--- config.mk ---
export PLATFORM = sky130hd
export DESIGN_NAME = stage_addr_gen
export DESIGN_NICKNAME = d
export VERILOG_FILES = /design/src/rtl/stage_agen_pkg.sv /design/src/rtl/stage_agen_ctr.sv /design/src/rtl/stage_agen_addr.sv /design/src/rtl/stage_agen_oreg.sv /design/src/rtl/stage_addr_gen.sv
export SDC_FILE = /design/constraint.sdc
export NUM_CORES = 1
export LEC_CHECK = 0
export ABC_CLOCK_PERIOD_IN_PS = 1800
export BUFFER_PORTS_ARGS = -buffer_cell sky130_fd_sc_hd__buf_2
export CAP_MARGIN = 20
export CORE_MARGIN = 1
export CORE_UTILIZATION = 46
export DETAILED_ROUTE_END_ITERATION = 16
export PLACE_DENSITY = 0.7
export SYNTH_ARGS = -nofsm -noshare
export SYNTH_HDL_FRONTEND = slang
export SYNTH_SLANG_ARGS = --single-unit
--- constraint.sdc ---
create_clock -name clk_i -period 1.8 [get_ports clk_i]
set_clock_uncertainty 0.05 [all_clocks]
set_input_delay 0.09 -clock clk_i [delete_from_list [all_inputs] [get_ports clk_i]]
set_output_delay 0.09 -clock clk_i [all_outputs]
set_load 0.05 [all_outputs]
--- src/rtl/stage_agen_pkg.sv ---
package stage_agen_pkg;
  typedef enum logic {
    ST_IDLE = 1'b0,
    ST_RUN  = 1'b1
  } agen_state_e;
endpackage

--- src/rtl/stage_agen_ctr.sv ---
module stage_agen_ctr
  import stage_agen_pkg::*;
#(
  parameter int AW = 4,
  parameter int SW = 2
) (
  input  logic          clk_i,
  input  logic          rst_ni,
  input  logic          start_i,
  input  logic [SW-1:0] span_i,
  output logic          run_o,
  output logic          last_o,
  output logic [AW-1:0] idx_o,
  output logic [SW-1:0] span_o
);
  localparam logic [AW-1:0] LAST_IDX = {1'b0, {(AW-1){1'b1}}};

  agen_state_e   st_q;
  logic [AW-1:0] idx_q;
  logic [SW-1:0] span_q;
  logic          last;

  assign last = (st_q == ST_RUN) && (idx_q == LAST_IDX);

  always_ff @(posedge clk_i or negedge rst_ni) begin
    if (!rst_ni) begin
      st_q   <= ST_IDLE;
      idx_q  <= '0;
      span_q <= '0;
    end else begin
      case (st_q)
        ST_IDLE: if (start_i) begin
          st_q   <= ST_RUN;
          idx_q  <= '0;
          span_q <= span_i;
        end
        ST_RUN: begin
          if (last) st_q <= ST_IDLE;
          else      idx_q <= idx_q + AW'(1);
        end
        default: st_q <= ST_IDLE;
      endcase
    end
  end

  assign run_o  = (st_q == ST_RUN);
  assign last_o = last;
  assign idx_o  = idx_q;
  assign span_o = span_q;

  // input contract: span must address inside the buffer
  p_span_legal_r5: assert property (@(posedge clk_i) disable iff (!rst_ni)
    (start_i && st_q == ST_IDLE) |-> (int'(span_i) < AW));

  // running stage ignores start and keeps counting
  p_start_ignored_r9: assert property (@(posedge clk_i) disable iff (!rst_ni)
    (run_o && !last && start_i) |=> (run_o && idx_o == $past(idx_o) + AW'(1)));

  // span held for the whole stage
  p_span_held_r10: assert property (@(posedge clk_i) disable iff (!rst_ni)
    (run_o && $past(run_o)) |-> $stable(span_o));
endmodule

--- src/rtl/stage_agen_addr.sv ---
module stage_agen_addr #(
  parameter int AW = 4,
  parameter int SW = 2
) (
  input  logic [AW-1:0] idx_i,
  input  logic [SW-1:0] span_i,
  output logic [AW-1:0] rd_a_o,
  output logic [AW-1:0] rd_b_o,
  output logic [AW-1:0] wr_a_o,
  output logic [AW-1:0] wr_b_o,
  output logic [AW-1:0] tw_o
);
  localparam logic [AW-1:0] TOP_BIT = {1'b1, {(AW-1){1'b0}}};

  logic [AW-1:0] lo_mask;
  logic [AW-1:0] j_fld;
  logic [AW-1:0] hi_fld;
  logic [AW-1:0] hi_dbl;
  logic [AW-1:0] stride;

  // lo_mask[b] set for the log2(S) lowest bits
  for (genvar b = 0; b < AW; b++) begin : g_mask
    assign lo_mask[b] = (int'(span_i) > b);
  end

  assign j_fld  = idx_i & lo_mask;
  assign hi_fld = idx_i & ~lo_mask;
  assign hi_dbl = hi_fld << 1;
  assign stride = AW'(1) << span_i;

  always_comb begin
    rd_a_o = hi_dbl | j_fld;
    rd_b_o = rd_a_o + stride;
    wr_a_o = idx_i;
    wr_b_o = idx_i | TOP_BIT;
    tw_o   = hi_dbl;
  end
endmodule

--- src/rtl/stage_agen_oreg.sv ---
module stage_agen_oreg #(
  parameter int AW = 4
) (
  input  logic          clk_i,
  input  logic          rst_ni,
  input  logic          run_i,
  input  logic          last_i,
  input  logic [AW-1:0] rd_a_i,
  input  logic [AW-1:0] rd_b_i,
  input  logic [AW-1:0] wr_a_i,
  input  logic [AW-1:0] wr_b_i,
  input  logic [AW-1:0] tw_i,
  output logic [AW-1:0] rd_a_o,
  output logic [AW-1:0] rd_b_o,
  output logic [AW-1:0] wr_a_o,
  output logic [AW-1:0] wr_b_o,
  output logic [AW-1:0] tw_o,
  output logic          valid_o,
  output logic          done_o
);
  localparam logic [AW-1:0] TOP_BIT  = {1'b1, {(AW-1){1'b0}}};
  localparam logic [AW-1:0] LAST_IDX = {1'b0, {(AW-1){1'b1}}};

  logic last_q;

  always_ff @(posedge clk_i or negedge rst_ni) begin
    if (!rst_ni) begin
      rd_a_o  <= '0;
      rd_b_o  <= '0;
      wr_a_o  <= '0;
      wr_b_o  <= '0;
      tw_o    <= '0;
      valid_o <= 1'b0;
      last_q  <= 1'b0;
      done_o  <= 1'b0;
    end else begin
      valid_o <= run_i;
      last_q  <= last_i;
      done_o  <= last_q;
      // hold last step's addresses while idle
      if (run_i) begin
        rd_a_o <= rd_a_i;
        rd_b_o <= rd_b_i;
        wr_a_o <= wr_a_i;
        wr_b_o <= wr_b_i;
        tw_o   <= tw_i;
      end
    end
  end

  p_first_step_r3: assert property (@(posedge clk_i) disable iff (!rst_ni)
    (valid_o && !$past(valid_o)) |-> (wr_a_o == '0));

  p_step_inc_r3: assert property (@(posedge clk_i) disable iff (!rst_ni)
    (valid_o && $past(valid_o)) |-> (wr_a_o == $past(wr_a_o) + AW'(1)));

  p_run_len_r2: assert property (@(posedge clk_i) disable iff (!rst_ni)
    $fell(valid_o) |-> ($past(wr_a_o) == LAST_IDX));

  p_wr_hi_r4: assert property (@(posedge clk_i) disable iff (!rst_ni)
    valid_o |-> (wr_b_o == (wr_a_o + TOP_BIT)));

  p_done_pulse_r8: assert property (@(posedge clk_i) disable iff (!rst_ni)
    done_o |-> ($past(valid_o) && !valid_o && !$past(done_o)));

  p_hold_idle_r11: assert property (@(posedge clk_i) disable iff (!rst_ni)
    (!valid_o && !$past(valid_o)) |-> ($stable(rd_a_o) && $stable(tw_o)));
endmodule

--- src/rtl/stage_addr_gen.sv ---
module stage_addr_gen #(
  parameter int N  = 16,
  parameter int AW = $clog2(N),
  parameter int SW = $clog2(AW)
) (
  input  logic          clk_i,
  input  logic          rst_ni,
  input  logic          start_i,
  input  logic [SW-1:0] span_log2_i,
  output logic [AW-1:0] rd_a_o,
  output logic [AW-1:0] rd_b_o,
  output logic [AW-1:0] wr_a_o,
  output logic [AW-1:0] wr_b_o,
  output logic [AW-1:0] tw_o,
  output logic          valid_o,
  output logic          done_o
);
  logic          run;
  logic          last;
  logic [AW-1:0] idx;
  logic [SW-1:0] span_q;
  logic [AW-1:0] c_rd_a, c_rd_b, c_wr_a, c_wr_b, c_tw;

  stage_agen_ctr #(.AW(AW), .SW(SW)) u_ctr (
    .clk_i   (clk_i),
    .rst_ni  (rst_ni),
    .start_i (start_i),
    .span_i  (span_log2_i),
    .run_o   (run),
    .last_o  (last),
    .idx_o   (idx),
    .span_o  (span_q)
  );

  stage_agen_addr #(.AW(AW), .SW(SW)) u_addr (
    .idx_i  (idx),
    .span_i (span_q),
    .rd_a_o (c_rd_a),
    .rd_b_o (c_rd_b),
    .wr_a_o (c_wr_a),
    .wr_b_o (c_wr_b),
    .tw_o   (c_tw)
  );

  stage_agen_oreg #(.AW(AW)) u_oreg (
    .clk_i   (clk_i),
    .rst_ni  (rst_ni),
    .run_i   (run),
    .last_i  (last),
    .rd_a_i  (c_rd_a),
    .rd_b_i  (c_rd_b),
    .wr_a_i  (c_wr_a),
    .wr_b_i  (c_wr_b),
    .tw_i    (c_tw),
    .rd_a_o  (rd_a_o),
    .rd_b_o  (rd_b_o),
    .wr_a_o  (wr_a_o),
    .wr_b_o  (wr_b_o),
    .tw_o    (tw_o),
    .valid_o (valid_o),
    .done_o  (done_o)
  );

  // span register stays fixed from accept until after the last valid step
  logic [AW-1:0] s_chk;
  assign s_chk = AW'(1) << span_q;

  p_rd_b_r6: assert property (@(posedge clk_i) disable iff (!rst_ni)
    valid_o |-> (rd_b_o == rd_a_o + s_chk));

  p_tw_low_r7: assert property (@(posedge clk_i) disable iff (!rst_ni)
    valid_o |-> ((rd_a_o >= tw_o) && ((rd_a_o - tw_o) < s_chk)));

  p_rd_a_r5: assert property (@(posedge clk_i) disable iff (!rst_ni)
    valid_o |-> ((rd_a_o - tw_o) == (wr_a_o % s_chk)));
endmodule

### After elaboration in Yosys (flattened, before gate mapping)

Cells that the tools add are included.
W data, S select, Z words.

| word-level totals | value |
|---|---|
| flip-flop bits (word level) | 29 |
| output and inout port bits | 22 |

| cells by class | value |
|---|---|
| add/subtract/negate cells | 2 |
| magnitude comparators | 3 |
| equal/unequal tests | 3 |
| shift-type cells | 1 |
| multiplexer cells | 6 |
| bitwise gates (word level) | 5 |
| reduce and logical (&&, ||, !) cells | 3 |

Operator list:

| cell | number |
|---|---|
| $mux W4 | 2 |
| $pmux W4 S2 | 1 |
| $add A4 B1 Y4 const B | 1 |
| $add A4 B4 Y4 | 1 |
| $and A4 B3 Y4 | 1 |
| $eq A4 B3 Y1 const B | 1 |
| $gt A2 B1 Y1 const B | 2 |
| $ne A2 B2 Y1 const B | 2 |
| $or A4 B4 Y4 | 1 |
| $reduce_and A2 Y1 | 2 |
| $shl A1 B2 Y4 const A | 1 |
| $and A3 B3 Y3 | 1 |
| $not A3 Y3 | 1 |
| $gt A2 B2 Y1 const B | 1 |
| $mux W1 | 2 |
| $pmux W1 S2 | 1 |
| $logic_and A1 B1 Y1 | 1 |
| $not A1 Y1 | 1 |

### Longest topological paths before layout

| logic depth | value |
|---|---|
| word-level depth | 5 |
| mapped depth | 7 |

### Hierarchy

Synthesis repeated with hierarchy kept, for this count alone.

| second synthesis, totals | value |
|---|---|
| cells, all modules | 105 |
| area, all modules | 1468.9 um^2 |

Modules (own cells, without submodules):

| module | instances | cells each | area an instance (um^2) | seq. area each (um^2) |
|---|---|---|---|---|
| stage_agen_oreg | 1 | 45 | 898.4 | 575.6 |
| stage_agen_ctr | 1 | 31 | 349.1 | 175.2 |
| stage_agen_addr | 1 | 29 | 221.5 | 0.0 |

### Worst setup path before layout

No wires, ideal clock.

| path | value |
|---|---|
| path type | reg-to-reg |
| start | register u_ctr.span_q[1], in the netlist u_ctr.span_o[1] |
| end | register u_oreg.rd_b_o[2] |
| data arrival time | 1.505 ns |
| data required time | 1.625 ns |
| setup slack | 0.120 ns |
| cell stages (with the launch flop) | 6 |
| path buffers | 0 |
| clock period less this slack | 1.680 ns |
| path through | dfrtp_1 nor2_1 a22oi_1 fa_1 xnor2_1 mux2_2 |

| between the ends | value |
|---|---|
| longest elaborated chain between the ends | 5 |

Ends and longest elaborated chain:

| item | RTL line | text |
|---|---|---|
| start, declared | stage_agen_ctr.sv:20 | `logic [SW-1:0] span_q;` |
| start signal, assigned | stage_agen_ctr.sv:35 | `span_q <= span_i;` |
| $gt A2 B1 Y1 | stage_agen_addr.sv:23 | `assign lo_mask[b] = (int'(span_i) > b);` |
| $not A3 Y3 | stage_agen_addr.sv:27 | `assign hi_fld = idx_i & ~lo_mask;` |
| $and A3 B3 Y3 | stage_agen_addr.sv:27 |  |
| $or A4 B4 Y4 | stage_agen_addr.sv:32 | `rd_a_o = hi_dbl \| j_fld;` |
| $add A4 B4 Y4 (*) | stage_agen_addr.sv:33 | `rd_b_o = rd_a_o + stride;` |
| end signal, assigned | stage_agen_oreg.sv:43 | `rd_b_o <= rd_b_i;` |
| end, declared | stage_agen_oreg.sv:14 | `output logic [AW-1:0] rd_b_o,` |

Every way passes the cells marked *; elsewhere a longest branch is shown, timed or not.
A chain may end at the register's enable or synchronous reset.

### Final worst setup path

| path | value |
|---|---|
| start | register u_ctr.span_q[0], in the netlist u_ctr.span_o[0] |
| end | register u_oreg.rd_b_o[2] |

| between the ends | value |
|---|---|
| longest elaborated chain between the ends | 5 |

Ends and longest elaborated chain:

| item | RTL line | text |
|---|---|---|
| $gt A2 B1 Y1 | stage_agen_addr.sv:23 |  |
| $not A3 Y3 | stage_agen_addr.sv:27 |  |
| $and A3 B3 Y3 | stage_agen_addr.sv:27 |  |
| $or A4 B4 Y4 (*) | stage_agen_addr.sv:32 |  |
| named net c_rd_a[2] | stage_addr_gen.sv:22 | `logic [AW-1:0] c_rd_a, c_rd_b, c_wr_a, c_wr_b, c_tw;` |
| $add A4 B4 Y4 (*) | stage_agen_addr.sv:33 |  |

Mark *: on every way through the listed nets, which the timed path passes. The rest lies on a longest branch.

==> summary.md <==
| Metric | Value |
|---|---|
| Outcome | finished, final reports clean |
| Asr flop ratio synth | 1.00 |
| Setup crit start kind | flop |
| Max-cap viol count | 0 |
| Post-DP HPWL | ~1.3 mm |
| Largest net degree at the start of global routing | 26 |
| Worst skew pair latency | roughly 0.32 ns |
| Syn Nets | 109 |
| Dpl cell area | 1270 µm² |
| RSZ-0062 raised after global routing | no |
| DR WL/cell | 12.1 µm |
| Storage cell area | 627 µm² |
| Post-synth top area share | 0.555 |
| Fillers | 202 |
| Post-synth EDFFs | 0 |
| Met3 GRT Util | 0.0263 |
| Synth cell types | 31 |
| CP Data Arrival Time | between 1.5 and 2 ns |
| Post-synth top flop | dfrtp_1 |
| FF+latch count, synth | 25 |
| Slew @ Worst Pin | 0.685 ns |
| Placed cell count | 151 |
| Drt initial violations | 12 |
| # port buffers | 25 |
| CTS tree | done |
| Final Cycle Share | 0.947 |
| Synth top area cells | dfrtp_1 (55%), mux2_2 (6.0%), buf_4 (4.0%) |
| Congestion Overflow GR | 0 |
| DRT Pass-1 Iters | 4 |
| Non-Filler Instances | 160 |
| CP Buf/Inv Count | 0 |
| Io pins | 27 |
| First-pass GRT wire length | 3.35 mm |
| Critical-path cell list | and2_1 -> a21o_1 -> ha_1 -> xnor2_1 -> mux2_2 |
| Max stage delay cell, worst path | dfrtp_1 |
| Htree depth | 1 |
| Fmax | ~600 MHz |
| Vias in the first global route | 759 |
| Die Height | 51.5 µm |
| Clk sinks | 25 |
| Area of the multi-input gates | around 410 µm² |
| Hold WC Path Type | in -> async |
| Initial antenna violation count | 0 |
| Most common cell in the netlist | dfrtp_1 |
| Relative slew slack | 0.543 |
| Critical path type | reg -> reg |
| Slew Viols, Final | 0 |
| NumNets Final | 142 |
| Max incr delay on CP | 0.44 ns |
| GRT busiest layer | met2 |
| Post-Synthesis Cell Area | 1130 µm² |
| Worst Path Required | 1.97 ns |
| Seq/Total Area, Yosys | 0.555 |
| Syn avg cell area | 11.3 µm² |
| Vias per cell | 4.96 |
| Initial core utilization | 0.500 |
| Design Area, Final | 1350 µm² |
| Critical path's top delay family | flip-flops |
| Die X | 51.5 µm |
| Hold Violations, Final | 0 |
| Yosys top cell by area | dfrtp_1 |
| Post-Route Setup TNS | 0 ns |
| Setup-failing EPs final | 0 |
| Gr usage total | 0.173 |
| Clock buffer depth | 2 |
| GPL Wtd Cong | 0.802 |
| ANT nets after route | 0 |
| Area Growth Syn to Fin | 20.0% |
| Core Region | 2250 µm² |
| Routed via count | 794 |
| Root buffer cell | clkbuf_4 |
| Crit-path max FO | 4 |
| Die area | 2650 µm² |
| Register clock-pin slew on the reported worst setup and hold paths | 0.14 ns |
| Mapped Cells | 100 |
| Synth top cells by count | dfrtp_1 (25), inv_1 (9), nor2_1 (7), o21ai_0 (7) |
| Min Tclk post-route | 1.70 ns |
| Crit end category | flop |
| Synth warn | 0 |
| Final wirelength | 1.94 mm |
| Met1 Usage GRT | 0.242 |
| CTS Buf Count | 3 |
| Rows | 17 |
| Fraction of layout cells with a size suffix above 1 | 0.341 |
| M2 GR Usage | 0.268 |
| DRC viols | 0 |
| Ant. Diodes | 0 |
[through the flow]
stage | utilization | hold WS (ns) | worst slack, ns
finish | 0.600 | 0.228 | 0.0958
global route | 0.600 | 0.269 | 0.00696
CTS | 0.594 | 0.247 | 0.0469
floorplan | - | -0.256 | 0.120
detailed placement | 0.564 | 0.0636 | 0.0776
global placement | 0.564 | 0.0531 | 0.107
[worst reg2reg max path: stages (launching register included)]
cell and delay [ns]:
dfrtp_1 0.44, and2_1 0.21, a21o_1 0.20, ha_1 0.32
xnor2_1 0.13, mux2_2 0.26
[worst paths after layout]
path	from	endpoint	slack [ns]	cells after the start
max	u_ctr.span_o[0]$_DFFE_PN0P_	u_oreg.rd_b_o[2]$_DFFE_PN0P_	0.1	5
max in group asynchronous	rst_ni	u_ctr.span_o[1]$_DFFE_PN0P_	1.08	2
min in group clk_i	u_oreg.last_q$_DFF_PN0_	u_oreg.done_o$_DFF_PN0_	0.32	0
min reg2reg	u_oreg.last_q$_DFF_PN0_	u_oreg.done_o$_DFF_PN0_	0.32	0
max reg2reg	u_ctr.span_o[0]$_DFFE_PN0P_	u_oreg.rd_b_o[2]$_DFFE_PN0P_	0.1	5
min	rst_ni	u_oreg.rd_b_o[2]$_DFFE_PN0P_	0.23	2
[cells in the final DEF, fill, tap and decap left out, drive strengths merged]
master        instances
nand3                 2
fa                    1
dfrtp                25
conb                  2
nand2                 4
a21o                  1
buf                  31
and4b                 1
mux2i                 1
nor2                  7
a21oi                 6
nor2b                 3
and4                  1
ha                    3
or2                   1
inv                   9
nand2b                1
clkinv                1
a22oi                 1
mux2                  7
o21ai                 7
nand3b                1
o211ai                1
o32ai                 1
clkbuf                3
xnor2                 2
nor3                  1
and2                  1
dlygate4sd3           4
dlymetal6s2s          1
o22ai                 2
[metal layers]
layer / routed length (µm) / part of all wire
met5: 0 / 0
met4: 17 / 0.0088
met3: 68 / 0.035
met2: 909 / 0.47
met1: 941 / 0.49
[sequential cells by signal (all words and copies together) (netlist names), 2 cells and up]
| name | flops |
|---|---|
| u_oreg.rd_b_o | 4 |
| u_oreg.rd_a_o | 4 |
| u_ctr.span_o | 2 |
| u_oreg.tw_o | 2 |
| u_oreg.wr_b_o | 4 |
| u_ctr.idx_o | 4 |
[logic make-up (layout without fill, tap and decap cells)]
logic type | after synthesis | count (layout) | share of synthesized area
compound gates | 19 | 19 | 0.0966
xor+xnor | 2 | 2 | 0.0155
fa+ha+maj | 4 | 4 | 0.0511
buf+inv | 17 | 49 | 0.0843
flops | 25 | 25 | 0.555
mux | 8 | 8 | 0.0821
other cells | 2 | 2 | 0.00666
simple gates | 23 | 23 | 0.109
[area by class of cell]
class | instances | area share
clock inverter | 1 | 0.00370
multi-input combinational | 58 | 0.301
inverter | 9 | 0.0250
timing repair buffer | 36 | 0.165
clock buffer | 3 | 0.0167
tap | 28 | 0.0259
sequential | 25 | 0.463
[repair_timing]
action,in CTS,in global routing
endpoints found under the hold margin,28,0
resized for setup,0,1
setup endpoints to repair,0,2
hold buffers,4,0
buffers inserted,0,1
Power is not shown: default switching activity piles up to over one toggle a cycle in this logic, so the estimate is an artifact.
